==> src/rtl/asl_pkg.sv <==
package asl_pkg;

    // Operating mode picked by the two active-low controls
    typedef enum logic [1:0] {
        MODE_LATCH = 2'd0,
        MODE_HOLD  = 2'd1,
        MODE_DEMUX = 2'd2,
        MODE_CLEAR = 2'd3
    } asl_mode_e;

endpackage

==> src/rtl/asl_mode_dec.sv <==
module asl_mode_dec
    import asl_pkg::*;
(
    input  logic      clr_n_i,
    input  logic      en_n_i,
    output asl_mode_e mode_o
);

    always_comb begin
        unique case ({clr_n_i, en_n_i})
            2'b10:   mode_o = MODE_LATCH;
            2'b11:   mode_o = MODE_HOLD;
            2'b00:   mode_o = MODE_DEMUX;
            default: mode_o = MODE_CLEAR;
        endcase
    end

endmodule

==> src/rtl/asl_sel_dec.sv <==
module asl_sel_dec #(
    parameter int N_ENTRIES = 8,
    parameter int SEL_W     = $clog2(N_ENTRIES)
) (
    input  logic [SEL_W-1:0]     sel_i,
    output logic [N_ENTRIES-1:0] hit_o
);

    for (genvar i = 0; i < N_ENTRIES; i++) begin : g_hit
        assign hit_o[i] = (sel_i == SEL_W'(i));
    end

endmodule

==> src/rtl/asl_next_calc.sv <==
module asl_next_calc
    import asl_pkg::*;
#(
    parameter int N_ENTRIES = 8
) (
    input  asl_mode_e            mode_i,
    input  logic [N_ENTRIES-1:0] hit_i,
    input  logic                 din_i,
    input  logic [N_ENTRIES-1:0] cur_i,
    output logic [N_ENTRIES-1:0] nxt_o
);

    for (genvar i = 0; i < N_ENTRIES; i++) begin : g_entry
        logic bit_d;
        always_comb begin
            unique case (mode_i)
                MODE_LATCH: bit_d = hit_i[i] ? din_i : cur_i[i];
                MODE_HOLD:  bit_d = cur_i[i];
                MODE_DEMUX: bit_d = hit_i[i] & din_i;
                default:    bit_d = 1'b0;
            endcase
        end
        assign nxt_o[i] = bit_d;
    end

endmodule

==> src/rtl/addr_sink_latch.sv <==
module addr_sink_latch
    import asl_pkg::*;
#(
    parameter  int N_ENTRIES = 8,
    localparam int SEL_W     = $clog2(N_ENTRIES)
) (
    input  logic                 clk_i,
    input  logic                 rst_i,
    input  logic [SEL_W-1:0]     sel_i,
    input  logic                 din_i,
    input  logic                 en_n_i,
    input  logic                 clr_n_i,
    output logic [N_ENTRIES-1:0] sink_on_o,
    output logic [N_ENTRIES-1:0] pin_level_o
);

    typedef struct packed {
        logic [N_ENTRIES-1:0] store;
    } state_t;

    state_t               st_d, st_q;
    asl_mode_e            mode;
    logic [N_ENTRIES-1:0] hit;
    logic [N_ENTRIES-1:0] entry_nxt;

    asl_mode_dec u_mode (
        .clr_n_i (clr_n_i),
        .en_n_i  (en_n_i),
        .mode_o  (mode)
    );

    asl_sel_dec #(.N_ENTRIES(N_ENTRIES), .SEL_W(SEL_W)) u_sel (
        .sel_i (sel_i),
        .hit_o (hit)
    );

    asl_next_calc #(.N_ENTRIES(N_ENTRIES)) u_next (
        .mode_i (mode),
        .hit_i  (hit),
        .din_i  (din_i),
        .cur_i  (st_q.store),
        .nxt_o  (entry_nxt)
    );

    always_comb begin
        st_d = st_q;
        if (rst_i) begin
            st_d.store = '0;
        end else begin
            st_d.store = entry_nxt;
        end
    end

    always_ff @(posedge clk_i) begin
        st_q <= st_d;
    end

    assign sink_on_o   = st_q.store;
    assign pin_level_o = ~st_q.store;

endmodule

==> config.mk <==
export PLATFORM = sky130hd
export DESIGN_NAME = addr_sink_latch
export DESIGN_NICKNAME = d
export VERILOG_FILES = /design/src/rtl/asl_pkg.sv /design/src/rtl/asl_mode_dec.sv /design/src/rtl/asl_sel_dec.sv /design/src/rtl/asl_next_calc.sv /design/src/rtl/addr_sink_latch.sv
export SDC_FILE = /design/constraint.sdc
export NUM_CORES = 1
export LEC_CHECK = 0
export BUFFER_PORTS_ARGS = -buffer_cell sky130_fd_sc_hd__buf_2
export CORE_AREA = 2 2 39 41
export DETAILED_ROUTE_END_ITERATION = 12
export DIE_AREA = 0 0 41 43
export GPL_TIMING_DRIVEN = 0
export PLACE_DENSITY = 0.75
export SYNTH_ARGS = -nofsm -noshare
export SYNTH_HDL_FRONTEND = slang
export SYNTH_HIERARCHICAL = 1
export SYNTH_SLANG_ARGS = --single-unit
==> constraint.sdc <==
create_clock -name clk_i -period 3.7 [get_ports clk_i]
set_clock_uncertainty 0.1 [all_clocks]
set_input_delay 0.555 -clock clk_i [delete_from_list [all_inputs] [get_ports clk_i]]
set_output_delay 0.555 -clock clk_i [all_outputs]
set_load 0.005 [all_outputs]
# Yosys cells after proc, flatten, opt, wreduce, memory -nomap -nowiden
# Index checks and enable logic that the tools add are counted.
[classes]
eq_ne = 19
muxes = 17
bitwise = 10
reduce_logical = 11
[op_table]
columns = ["cell", "n"]
rows = [
  ["case mux 1 bit (3 select lines)", 8],
  ["!= test 2 x 1 -> 1 bit, second input constant", 8],
  ["AND reduction 2 bit", 8],
  ["== test 3 bit, second input constant", 4],
  ["bitwise AND 1 bit", 8],
  ["two-way mux 1 bit", 8],
  ["inverter 8 bit", 1],
  ["== test 2 bit, second input constant", 3],
  ["== test 3 x 2 -> 1 bit, second input constant", 2],
  ["case mux 2 bit (3 select lines)", 1],
  ["logical NOT 2 bit", 2],
  ["== test 3 x 1 -> 1 bit, second input constant", 1],
  ["logical NOT 3 bit", 1],
  ["== test 2 x 1 -> 1 bit, second input constant", 1],
  ["inverter 1 bit", 1],
]
[word_totals]
ff_bits = 8
out_inout_bits = 16
elab_cells = 65

# Logic depth before layout (Yosys ltp)
[logic_depth]
depth_word = 5
ltp_mapped = 5
mapped_depth_nobuf = 4

# By module
# Netlist, hierarchy kept.
[modules_own_cells]
columns = ["module", "n_inst", "cells_per_inst", "area_per_inst_um2", "seq_area_each_um2"]
rows = [
  ["asl_next_calc", 1, 32, 280.3, 0.0],
  ["addr_sink_latch", 1, 24, 240.2, 160.2],
  ["asl_sel_dec", 1, 8, 65.1, 0.0],
  ["asl_mode_dec", 1, 2, 7.5, 0.0],
]

# Least setup slack after synthesis
# Ideal clock, no wire load.
[synth_path]
path_kind = "in2reg"
startpoint = "in en_n_i"
endpoint = "reg st_q (netlist bit sink_on_o[3])"
t_arrival_ns = 1.350
required_time_ns = 3.486
path_slack_ns = 2.136
stages = 5
path_buffers = 2
path_cell_list = "clkbuf_1 -> nand2b_1 -> mux2_4 -> buf_4 -> nor2b_1"
[synth_via]
word_cells_on_any_way = 11
[synth_rtl]
columns = ["element", "line", "source"]
rows = [
  ["start: declaration", "addr_sink_latch.sv:11", "input logic en_n_i,"],
  ["== test 2 bit / logical NOT 2 bit (equally long branches)", "asl_mode_dec.sv:10", "unique case ({clr_n_i, en_n_i})"],
  ["case mux 2 bit (3 select lines) (*)", "asl_mode_dec.sv:10", ""],
  ["== test 2 bit, or another cell as far along", "asl_next_calc.sv:16", "unique case (mode_i)"],
  ["case mux 1 bit (3 select lines) (*)", "asl_next_calc.sv:16", ""],
  ["via u_next.g_entry[3].bit_d", "asl_next_calc.sv:14", "logic bit_d;"],
  ["end signal: assignment", "addr_sink_latch.sv:55", "st_q <= st_d;"],
  ["end: declaration", "addr_sink_latch.sv:21", "state_t st_d, st_q;"],
]
# Mark *: on every way through the listed nets, which the timed path passes. The rest lies on a longest branch.
# A chain may end at the register's enable or synchronous reset.

# Worst setup path after layout
[layout_path]
startpoint = "in sel_i[1]"
endpoint = "reg st_q (netlist bit sink_on_o[4])"
[layout_via]
elab_chain_cells = 3
word_cells_on_any_way = 5
[layout_lines]
columns = ["element", "line", "source"]
rows = [
  ["start: declaration", "addr_sink_latch.sv:9", "input logic [SEL_W-1:0] sel_i,"],
  ["== test 3 bit", "asl_sel_dec.sv:10", "assign hit_o[i] = (sel_i == SEL_W'(i));"],
  ["via hit[4]", "addr_sink_latch.sv:23", "logic [N_ENTRIES-1:0] hit;"],
  ["bitwise AND 1 bit", "asl_next_calc.sv:19", "MODE_DEMUX: bit_d = hit_i[i] & din_i;"],
  ["case mux 1 bit (3 select lines)", "asl_next_calc.sv:16", ""],
  ["via u_next.g_entry[4].bit_d", "asl_next_calc.sv:14", ""],
]
# The timed path passes the listed nets, and every way through them passes these cells.

==> impl_results.md <==
- DR WL/cell: 9.832 um
- Syn Area/Cell: 8.986 sq um
- Worst-margin pin slew: 0.2550 ns
- DIE WIDTH: 41 um
- Maximum vdd drop: 121.6 uV
- Setup bufs post-CTS: 0
- Vias after detailed routing: 472
- Power per cell area: 246.2 nW/um^2
- CTS tree: yes
- Core area: 1384 sq um
- DRT Wirelength: 1.052 mm
- Share of layout cells above drive strength 1: 49.45%
- Post-synthesis register bit count: 8
- Fin crit period: 1.513 ns
- Data arrival time of the worst path: 1.55 ns
- Post-synthesis sequential area ratio: 27.00%
- Number of flip-flops in the largest register: 8
- Worst Hold Class: primary input to register
- Initial antenna violation count: 0
- Clock Power Share: 36.8%
- Post-route antenna net violation count: 0
- Clock transition at path regs: 0.06 ns
- Main combinational cell family by area after synthesis: simple AND/OR/NAND/NOR gates
- Period Utilization, post-route: 40.89%
- Post-synth cell types: 11
- Clk Latency, worst-skew pair: 0.25 ns
- Adder-cell share of the synthesized area: 0%
- Iter 0 DRT Violations: 3
- GRT Util Overall: 13.38%
- Pint: 0.1402 mW
- Flop pwr share: 48.0%
- Post-synthesis mux area share: 20.25%
- Total of max-cap violations: 0
- CP Data Required Time: 3.74 ns
- Leak: 0.3689 nW
- Sw frac: 23.66%
- Post-Synthesis Cells: 66
- Outcome: finished, final reports clean
- Clock Sinks: 8
- Starting density of the core: 42.86%
- Nature of the critical path startpoint: primary input
- Vias in the first global route: 358
- Synthesized area: 593.1 sq um
- Crit end category: register
- Slew Viols, Final: 0
- RSZ-0062 raised after global routing: no
- # DRC: 0
- Total die area: 1763 sq um
- Net Sw Power: 0.04343 mW
- F_max: 0.6610 GHz
- Worst hold path cell count: 2
- Die H: 43 um
- Synth Area in Compound Gates: 0%
- Critical path type: primary input to register
- Yosys Warn Count: 6
- Placement Cell Area: 723.2 sq um
- Antenna cell count: 0
- Synthesized Nets: 74
- Area delta synth->final: 25.74%
- Worst-case clock buffer depth: 2
- Final hold vios: 0
- Slew margin rel.: 82.98%
- H-Tree Level Count: 1
- Hold-fix buffers at CTS: 0
- Number of CTS-inserted buffers: 3
- Fin util: 53.89%
- GP Congestion: 0.7104
- Post-Synth Simple-Gate Area: 36.29%
- Drt via density: 4.411
- Total gr overflow: 0
- XOR/XNOR Fraction of Synth Area: 0%
- Setup Viol. Count Final: 0
- Nets: 101
- First-pass GRT wire length: 1.587 mm
- Post-route setup TNS: 0 ns
- IO buf count: 22
- Filler cell count in the final layout: 138
- Inst Count DP: 104
- Path depth of the worst reg2reg path: 4
- # resized after CTS: 0
- Final Power: 0.1836 mW
- DRT Pass-1 Iters: 4
- Final Non-Filler Cells: 107
- CTS Root Cell: clkbuf_4
- Fin area: 745.7 sq um
- Post-DP HPWL: 773.3 um
- Site Rows: 14
- Pin count of the biggest net entering global routing: 9
- Logic pwr share: 15.2%
- Worst-path fanout max: 8
- Ports: 24
area by class of cell:
type	instances	area, sq um	share of cell area (%)
timing repair buffer	22	110.1	14.77
multi-input combinational	40	335.3	44.97
inverter	9	33.78	4.530
clock buffer	3	22.52	3.020
buffer	9	63.81	8.557
tap	16	20.02	2.685
sequential	8	160.2	21.48
cell usage in the layout, fill, tap and decap left out:
master,n
mux2_4,8
nor3b_1,3
clkbuf_1,1
dfxtp_1,8
clkbuf_4,3
nand2b_1,8
and3_2,1
and3b_2,3
nor2b_1,16
buf_2,22
nor3_1,1
buf_4,8
inv_1,9
critical path, stage by stage:
cell      delay (ns)
buf_2           0.14
nor3b_1         0.22
nand2b_1        0.10
mux2_4          0.30
buf_4           0.12
nor2b_1         0.12
cells in the mapped netlist:
cell	instances	area [sq um]
nand2b_1	8	50.05
buf_4	8	60.06
nor3b_1	3	22.52
nor3_1	1	5.000
and3b_2	3	30.03
mux2_4	8	120.1
clkbuf_1	1	3.750
nor2b_1	16	100.1
dfxtp_1	8	160.2
and3_2	1	7.510
inv_1	9	33.78
kinds of logic after synthesis:
| family | count (synthesis) |
|---|---|
| flip-flops | 8 |
| buffers and inverters | 18 |
| AND/OR/NAND/NOR | 32 |
| multiplexers | 8 |
final timing paths:
kind	start	endpoint	slack (ns)
worst max register to register	sink_on_o[2]	sink_on_o[2]	2.55
worst min-delay path	rst_i	sink_on_o[0]	0.48
worst max-delay path	sel_i[1]	sink_on_o[4]	2.19
worst min register to register	sink_on_o[6]	sink_on_o[6]	0.74
power by group through the flow:
stage,Sequential [mW],Clock [mW],Combinational [mW]
2_1_floorplan,0.0902,0,0.0162
3_3_place_gp,0.0900,0,0.0277
5_1_grt,0.0883,0.0761,0.0309
4_1_cts,0.0881,0.0707,0.0284
6_report,0.0881,0.0675,0.0280
3_5_place_dp,0.0900,0,0.0283
through the flow:
step / worst slack [ns] / hold WS, ns
4_1_cts: 2.192 / 0.4809
5_1_grt: 2.115 / 0.4988
3_3_place_gp: 1.962 / 0.7165
6_report: 2.187 / 0.4805
2_1_floorplan: 2.136 / 0.5266
3_5_place_dp: 1.931 / 0.7252
per-layer routing:
metal	global-route usage (%)	vias up	routed length [um]
met1	20.71	207	517
met4	8.000	0	0
met2	16.56	15	484
met3	2.094	0	50
li1	-	250	-
met5	0	-	0
(Power assumes the default switching activity.)
